==> src/rtl/hcf_pkg.sv <==
package hcf_pkg;

    // Longest run that must be told apart from an acceptable one (limit max is 4).
    localparam int RUN_CAP = 5;
    localparam int RUN_W   = 3;

    typedef logic [RUN_W-1:0] run_t;

    typedef enum logic {
        MODE_KEEP   = 1'b0,
        MODE_CENTRE = 1'b1
    } out_mode_e;

    // Width limit code: 1..3 literal, 0 stands for the widest legal value, 4.
    function automatic run_t limit_decode(input logic [1:0] code);
        run_t lim;
        if (code == 2'd0) lim = run_t'(4);
        else              lim = {1'b0, code};
        return lim;
    endfunction

endpackage

==> src/rtl/hcf_run_scan.sv <==
// Counts, for a slice of positions, how many consecutive hits start at each
// position and continue in one direction, saturating at RUN_CAP.
module hcf_run_scan
    import hcf_pkg::*;
#(
    parameter int EXT    = 134,
    parameter int OFS    = 3,
    parameter int NOUT   = 128,
    parameter bit UPWARD = 1'b1
) (
    input  logic [EXT-1:0]         vec_i,
    output run_t [NOUT-1:0]        run_o
);

    for (genvar p = 0; p < NOUT; p++) begin : g_pos
        logic [RUN_CAP-1:0] win;

        for (genvar k = 0; k < RUN_CAP; k++) begin : g_tap
            localparam int IDX = UPWARD ? (OFS + p + k) : (OFS + p - k);
            if (IDX >= 0 && IDX < EXT) begin : g_in
                assign win[k] = vec_i[IDX];
            end else begin : g_out
                assign win[k] = 1'b0;
            end
        end

        always_comb begin
            run_t cnt_d;
            logic alive_d;
            cnt_d   = '0;
            alive_d = 1'b1;
            for (int k = 0; k < RUN_CAP; k++) begin
                if (alive_d && win[k]) cnt_d = cnt_d + run_t'(1);
                else                   alive_d = 1'b0;
            end
            run_o[p] = cnt_d;
        end
    end

endmodule

==> src/rtl/hcf_channel_judge.sv <==
// Per-channel decision: is this hit part of a kept cluster, and is it the
// marker channel of that cluster.
module hcf_channel_judge
    import hcf_pkg::*;
(
    input  logic      hit_i,
    input  run_t      run_dn_i,
    input  run_t      run_up_i,
    input  run_t      limit_i,
    input  out_mode_e mode_i,
    output logic      out_o
);

    logic [3:0] width;
    logic [3:0] width_m1;
    logic [3:0] pos_in_run;
    logic       keep;
    logic       centre;

    always_comb begin
        // Both runs include this channel itself when it is hit.
        width      = {1'b0, run_dn_i} + {1'b0, run_up_i} - 4'd1;
        width_m1   = width - 4'd1;
        pos_in_run = {1'b0, run_dn_i} - 4'd1;
        keep       = hit_i && (width <= {1'b0, limit_i});
        centre     = keep && (pos_in_run == (width_m1 >> 1));
        out_o      = (mode_i == MODE_CENTRE) ? centre : keep;
    end

endmodule

==> src/rtl/hit_cluster_filter.sv <==
module hit_cluster_filter
    import hcf_pkg::*;
#(
    parameter int NCH   = 128,
    parameter int NEDGE = 3
) (
    input  logic             clk,
    input  logic             rst_n,
    input  logic [NCH-1:0]   hits_i,
    input  logic [NEDGE-1:0] lo_edge_i,
    input  logic [NEDGE-1:0] hi_edge_i,
    input  logic [1:0]       max_width_i,
    input  logic             centre_mode_i,
    output logic [NCH-1:0]   out_o
);

    localparam int EXT = NCH + 2 * NEDGE;

    typedef struct packed {
        logic [EXT-1:0] ext;
        run_t           limit;
        out_mode_e      mode;
        logic [NCH-1:0] out;
    } state_t;

    state_t st_d, st_q;

    run_t [NCH-1:0] run_dn;
    run_t [NCH-1:0] run_up;
    logic [NCH-1:0] judged;

    hcf_run_scan #(
        .EXT(EXT), .OFS(NEDGE), .NOUT(NCH), .UPWARD(1'b0)
    ) u_scan_dn (
        .vec_i (st_q.ext),
        .run_o (run_dn)
    );

    hcf_run_scan #(
        .EXT(EXT), .OFS(NEDGE), .NOUT(NCH), .UPWARD(1'b1)
    ) u_scan_up (
        .vec_i (st_q.ext),
        .run_o (run_up)
    );

    for (genvar c = 0; c < NCH; c++) begin : g_chan
        hcf_channel_judge u_judge (
            .hit_i    (st_q.ext[NEDGE + c]),
            .run_dn_i (run_dn[c]),
            .run_up_i (run_up[c]),
            .limit_i  (st_q.limit),
            .mode_i   (st_q.mode),
            .out_o    (judged[c])
        );
    end

    always_comb begin
        st_d       = st_q;
        st_d.ext   = {hi_edge_i, hits_i, lo_edge_i};
        st_d.limit = limit_decode(max_width_i);
        st_d.mode  = out_mode_e'(centre_mode_i);
        st_d.out   = judged;
    end

    always_ff @(posedge clk) begin
        if (!rst_n) begin
            st_q <= '0;
        end else begin
            st_q <= st_d;
        end
    end

    assign out_o = st_q.out;

endmodule

==> config.mk <==
export PLATFORM = sky130hd
export DESIGN_NAME = hit_cluster_filter
export DESIGN_NICKNAME = d
export VERILOG_FILES = /design/src/rtl/hcf_pkg.sv /design/src/rtl/hcf_run_scan.sv /design/src/rtl/hcf_channel_judge.sv /design/src/rtl/hit_cluster_filter.sv
export SDC_FILE = /design/constraint.sdc
export NUM_CORES = 2
export LEC_CHECK = 0
export BUFFER_PORTS_ARGS = -buffer_cell sky130_fd_sc_hd__buf_2
export CAP_MARGIN = 20
export CORE_UTILIZATION = 65
export CTS_CLUSTER_DIAMETER = 50
export DETAILED_ROUTE_END_ITERATION = 6
export PLACE_DENSITY = 0.83
export SLEW_MARGIN = 40
export SYNTH_ARGS = -nofsm -noshare
export SYNTH_HDL_FRONTEND = slang
export SYNTH_SLANG_ARGS = --single-unit
==> constraint.sdc <==
create_clock -name clk -period 13.85 [get_ports clk]
set_input_delay 2.77 -clock clk [delete_from_list [all_inputs] [get_ports clk]]
set_output_delay 2.77 -clock clk [all_outputs]
set_load 0.05 [all_outputs]
# Word-level counts from Yosys, hierarchy flattened
# Index checks and enable logic that the tools add are counted.
# W data, S select, Z words.
# word_totals
register_bits,266
inputBits,139
wordCells,5121
output_inout_bits,128
# classes
reduce_logical,1280
n_addsub,1406
n_eq_ne,128
bitwise,1
order_cmp,128
muxes,2173
# op_table
operator,count
$mux W3,1023
$add A3 B1 Y3 const B,767
$logic_and A1 B1 Y1,1278
$mux W1,1150
$sub A4 B1 Y4 const B,256
$add A3 B3 Y4,128
$eq A4 B3 Y1,128
$le A4 B3 Y1,128
$sub A3 B1 Y4 const B,128
$add A1 B1 Y2 const B,127
$logic_not A2 Y1,1
$reduce_or A2 Y1,1
$not A1 Y1,1

# Longest topological paths before layout
# logic_depth
ltp_word,15
depth_mapped,22
ltp_nobuf,21

# By module
# From an unflattened synthesis, not the netlist that was laid out.
# unflattened
cells_unflattened,9945
hier_area_um2,72652.2
# modules_own_cells
module,cells_each,area_per_inst_um2,seq_area_each_um2,n_inst
hcf_channel_judge (g_chan[0].u_judge ...),39,299.0,0.0,113
hcf_run_scan (u_scan_up),2154,13180.1,0.0,1
hcf_run_scan (u_scan_dn),2110,13002.5,0.0,1
hit_cluster_filter,689,8099.0,5325.1,1
hcf_channel_judge (g_chan[87].u_judge ...),39,305.3,0.0,15

# Worst setup path before layout
# Ideal clock, no wire load.
# synth_timing
kind,register -> register
startpoint,register st_q[174] in the netlist's numbering
endpoint,"register st_q, in the netlist out_o[39]"
setup_time_ps,70
stages_incl_launch_ff,21
path_buffers,2
arrival_ps,4409
setup_slack_ps,9371
synth_period_minus_slack_ps,4479
required_ps,13780
path_cell_list,dfxtp_1 clkbuf_1 clkbuf_1 nand2_1 inv_1 ha_1 nor2_1 nor2_1 ha_1 mux2_2 o21ai_0 ha_1 inv_1 ha_1 inv_1 fa_1 xor2_1 xnor3_1 xnor2_1 or4_1 a21oi_1
# synth_via
elab_chain_cells,15
elab_cells_between_ends,40
cone_classes,11 x add/sub; 1 x order compare; 1 x eq/ne; 17 x mux; 10 x reduce/logical
# synth_rtl
item,line,source
from (decl),hit_cluster_filter.sv:26,"state_t st_d, st_q;"
from (signal assigned),hit_cluster_filter.sv:69,st_q <= st_d;
$mux W1,hcf_run_scan.sv:33,if (alive_d && win[k]) cnt_d = cnt_d + run_t'(1);
$add A1 B1 Y2 or $logic_and A1 B1 Y1 (tied branches),hcf_run_scan.sv:33,
$mux W3 or $mux W1 (tied branches),hcf_run_scan.sv:33,
$add A3 B1 Y3 or $logic_and A1 B1 Y1 (tied branches),hcf_run_scan.sv:33,
$mux W3 or $mux W1 (tied branches),hcf_run_scan.sv:33,
$add A3 B1 Y3 or $logic_and A1 B1 Y1 (tied branches),hcf_run_scan.sv:33,
$mux W3 or $mux W1 (tied branches),hcf_run_scan.sv:33,
$add A3 B1 Y3 or $logic_and A1 B1 Y1 (tied branches),hcf_run_scan.sv:33,
$mux W3,hcf_run_scan.sv:33,
$add A3 B3 Y4,hcf_channel_judge.sv:22,"width = {1'b0, run_dn_i} + {1'b0, run_up_i} - 4'd1;"
$sub A4 B1 Y4,hcf_channel_judge.sv:22,
$sub A4 B1 Y4 or $le A4 B3 Y1 (tied branches),"hcf_channel_judge.sv:23, hcf_channel_judge.sv:25",
$eq A4 B3 Y1 or $logic_and A1 B1 Y1 (tied branches),"hcf_channel_judge.sv:26, hcf_channel_judge.sv:25",
$logic_and A1 B1 Y1,hcf_channel_judge.sv:26,centre = keep && (pos_in_run == (width_m1 >> 1));
$mux W1 *,hcf_channel_judge.sv:27,out_o = (mode_i == MODE_CENTRE) ? centre : keep;
# Mark *: on every way between the ends. The rest lies on a longest branch, timed or not.
# A chain may end at the register's enable or synchronous reset.

# Worst setup path in the final report
# layout_timing
startpoint,register st_q[226] in the netlist's numbering
endpoint,"register st_q, in the netlist out_o[91]"
# The elaborated chain is that of the path after synthesis.

==> results.yml <==
yosys:
  yosys_warnings: 0
  ys_ff_latch: 266
  ys_types: 77
  synth_edf_count: 0
  synth_area_sq_mm: 0.06858
  synth.top_cell.area_share_pct: 30.32
  syn-num-nets: 10720
  synth-compound-area-share_pct: 13.48
  synthFlopType: "dfxtp_1"
  synth_adder_area_share_pct: 34.06
  synth_top_cell_by_area: "ha_1"
  ys_seq_area_share_pct: 7.765
  synth_xor_area_share_pct: 12.50
  ys_top_cells_by_count: "ha_1, inv_1, nor2_1"
  synth-async-reset-ratio_pct: 0
  syn_inst: 8795
  yosys-top-cells-area: "ha_1, dfxtp_1, inv_1"
  syn_area_per_cell_sq_um: 7.798
  synthSimpleGateAreaFrac_pct: 19.17
  synth_top_family_by_area: "adder cells"
  synthMuxAreaShare_pct: 3.094
  synth.most_common_cell: "ha_1"
pwr:
  peakVddDrop_mv: 0.1034
  switching_power_uw: 1877
  power.share.sequential_pct: 19.5
  cellInternalPower_uw: 2839
  power_uw: 4716
  p_clk_share_pct: 33.8
  p_leak_uw: 0.03815
  power_density_mw_per_mm2: 65.70
  switching_share_pct: 39.79
  comb_power_share_pct: 46.7
critical_path:
  cp_max_fo: 19
  critPathRequiredTime_ns: 14.46
  cp.buffers_inverters: 3
  critPathArrivalTime_ns: 5.79
  reg2reg_slack_ns: 8.67
  slowest_delay_ns: 0.82
  cp.depth: 18
  r2r-end: "out_o[91]"
  crit_type: "reg2reg"
  cp_top_family: "adder cells"
  cp_cell_sequence: "nand2_1 > inv_1 > ha_1 > nor2_1 > nor2_1 > ha_1 > mux2_2 > o21ai_0 > ha_1 > inv_1 > ha_1 > inv_1 > fa_1 > xor2_1 > xnor3_1 > xnor2_1 > or4_1 > a21oi_1"
  start_kind: "flip-flop"
  cpMostUsedCell: "ha_1"
  r2r_start: "st_q[226]"
  endpoint_kind: "flip-flop"
  rr_worst_depth: 18
  slowest_stage: "dfxtp_1"
sta:
  finalWorstPathRequiredPeriod_ns: 5.184
  period_share_pct: 37.43
  finClkSkew_ns: 0.02165
  finalMaxSlewViolations: 0
  worst_pin_slew_ns: 0.8556
  relSlewSlack_pct: 42.88
  final.setup.tns_ns: 0
  timing.hold.ws_ns: 0.6391
  setup_viol: 0
  hold_viol_final: 0
  rsz0062_at_grt: "no"
  fmax_mhz: 192.9
cts:
  clock-root-buffer: "clkbuf_16"
  cts.sinks: 266
  clockBufferDepth: 3
  cts_buffers: 61
  ctsResizeCount: 0
  post_cts_buffers: 0
  clk_pin_slew_worst_paths_ns: 0.06
  clk_latency_ns: 0.69
  ctsHtreeMaxLevel: 2
  cts_tree: "done"
  cts.hold.buffers_added: 0
grt:
  gr-total-overflow: 0
  antenna_found_initial: 7
  grt_usage_pct: 32.07
  grt_pass1_vias: 61490
  grt_max_degree: 109
  grt_pass1_wl_mm: 291.2
die:
  die_w_microns: 326.8
  die-area_sq_mm: 0.1068
  core-area_sq_mm: 0.1041
  ios: 267
  start_util_pct: 65.89
  std_cell_rows: 118
  die_h_microns: 326.8
drt:
  route.vias.total: 61050
  ant_nets: 0
  drt_first_pass_iters: 6
  wl_per_cell_microns: 17.14
  drtIter0Drc: 4005
  drc: 0
  via_per_inst: 6.029
  drt-total-wl_mm: 173.5
worst_hold_path:
  min_from: "st_q[135]"
  hold_class: "reg2reg"
  hold_end: "out_o[0]"
  holdPathStages: 2
finish:
  area_growth_pct: 4.661
  final_core_util_pct: 68.96
  diodes: 0
  nets: 10620
  layout.cells.non_filler: 10130
  drive_above_1_share_pct: 6.930
place:
  port-buffer-count: 266
  place_congestion: 0.9156
  dp.final_hpwl_mm: 135.6
  dp.cells: 10010
outcome:
  outcome: "complete, no violations"
job:
  cap_violations: 0
power groups by stage:
stage	clock [uW]	sequential [uW]	combinational, uW
finish	1600	919	2200
global route	1660	926	2490
CTS	1630	915	2200
detailed placement	0	931	2170
global placement	0	931	2030
floorplan	0	828	1820
metal layers:
layer | up-vias | part of all wire (%) | wire length (microns) | GRT usage (%)
li1 | 29840 | - | - | -
met1 | 28920 | 42 | 72840 | 39.13
met2 | 1876 | 48 | 83910 | 56.85
met3 | 407 | 6.0 | 10430 | 3.722
met4 | 10 | 3.6 | 6273 | 13.18
met5 | - | 0.050 | 86 | 0
cells by family (layout without fill, tap and decap cells):
logic type / after synthesis / after routing
simple gates: 2552 / 2552
fa+ha+maj: 1790 / 1790
buf+inv: 1667 / 1617
compound gates: 1526 / 1526
xor+xnor: 803 / 803
flops: 266 / 266
mux: 191 / 191
flip-flops by register name, indices dropped and copies added (netlist names):
register  flops
st_q        138
out_o       128
metrics by stage:
| step | setup slack [ns] | area (sq um) |
|---|---|---|
| global placement | 8.416 | 69540 |
| floorplan | 9.371 | 68580 |
| detailed placement | 8.366 | 69560 |
| finish | 8.666 | 71780 |
| CTS | 8.711 | 71750 |
| global route | 8.231 | 71780 |
layout make-up:
class,instances,area (sq um)
Clock buffer,64,1568
Timing Repair Buffer,283,1494
Sequential cell,266,5341
Clock inverter,51,619.3
Multi-Input combinational cell,6862,56440
Inverter,1219,4586
Tap cell,1380,1727
Fill cell,8336,32310
how the worst max path moves through the flow:
stage          slack [ns]       from          to
6_report             8.67  st_q[226]   out_o[91]
2_1_floorplan        9.37  st_q[174]   out_o[39]
3_5_place_dp         8.37      rst_n   out_o[96]
5_1_grt              8.23  st_q[184]   out_o[48]
3_3_place_gp         8.42      rst_n  out_o[113]
4_1_cts              8.71  st_q[142]    out_o[8]
cell usage in the layout, fill, tap and decap left out, types with 107 or more instances in the layout:
cell,synthesis,final
xnor2_1,464,464
a21boi_0,122,122
mux2_2,168,168
nand3b_1,107,107
dfxtp_1,266,257
o21ai_0,599,599
inv_1,1206,1204
nand2_1,491,491
nor2b_1,215,215
nand4_1,123,123
nand3_1,209,209
buf_2,45,265
a21oi_1,343,343
nor2_1,748,748
and3b_1,123,123
and2_1,189,189
ha_1,1662,1662
xor2_1,227,227
o21a_1,120,120
xnor3_1,112,112
fa_1,128,128
worst reg2reg max path, stage by stage (launching register included):
cell	delay (ns)
dfxtp_1	0.82
nand2_1	0.39
inv_1	0.20
ha_1	0.28
nor2_1	0.11
nor2_1	0.07
ha_1	0.29
mux2_2	0.27
o21ai_0	0.36
ha_1	0.31
inv_1	0.06
ha_1	0.13
inv_1	0.05
fa_1	0.38
xor2_1	0.26
xnor3_1	0.37
xnor2_1	0.13
or4_1	0.50
a21oi_1	0.15
(Power assumes the default switching activity.)
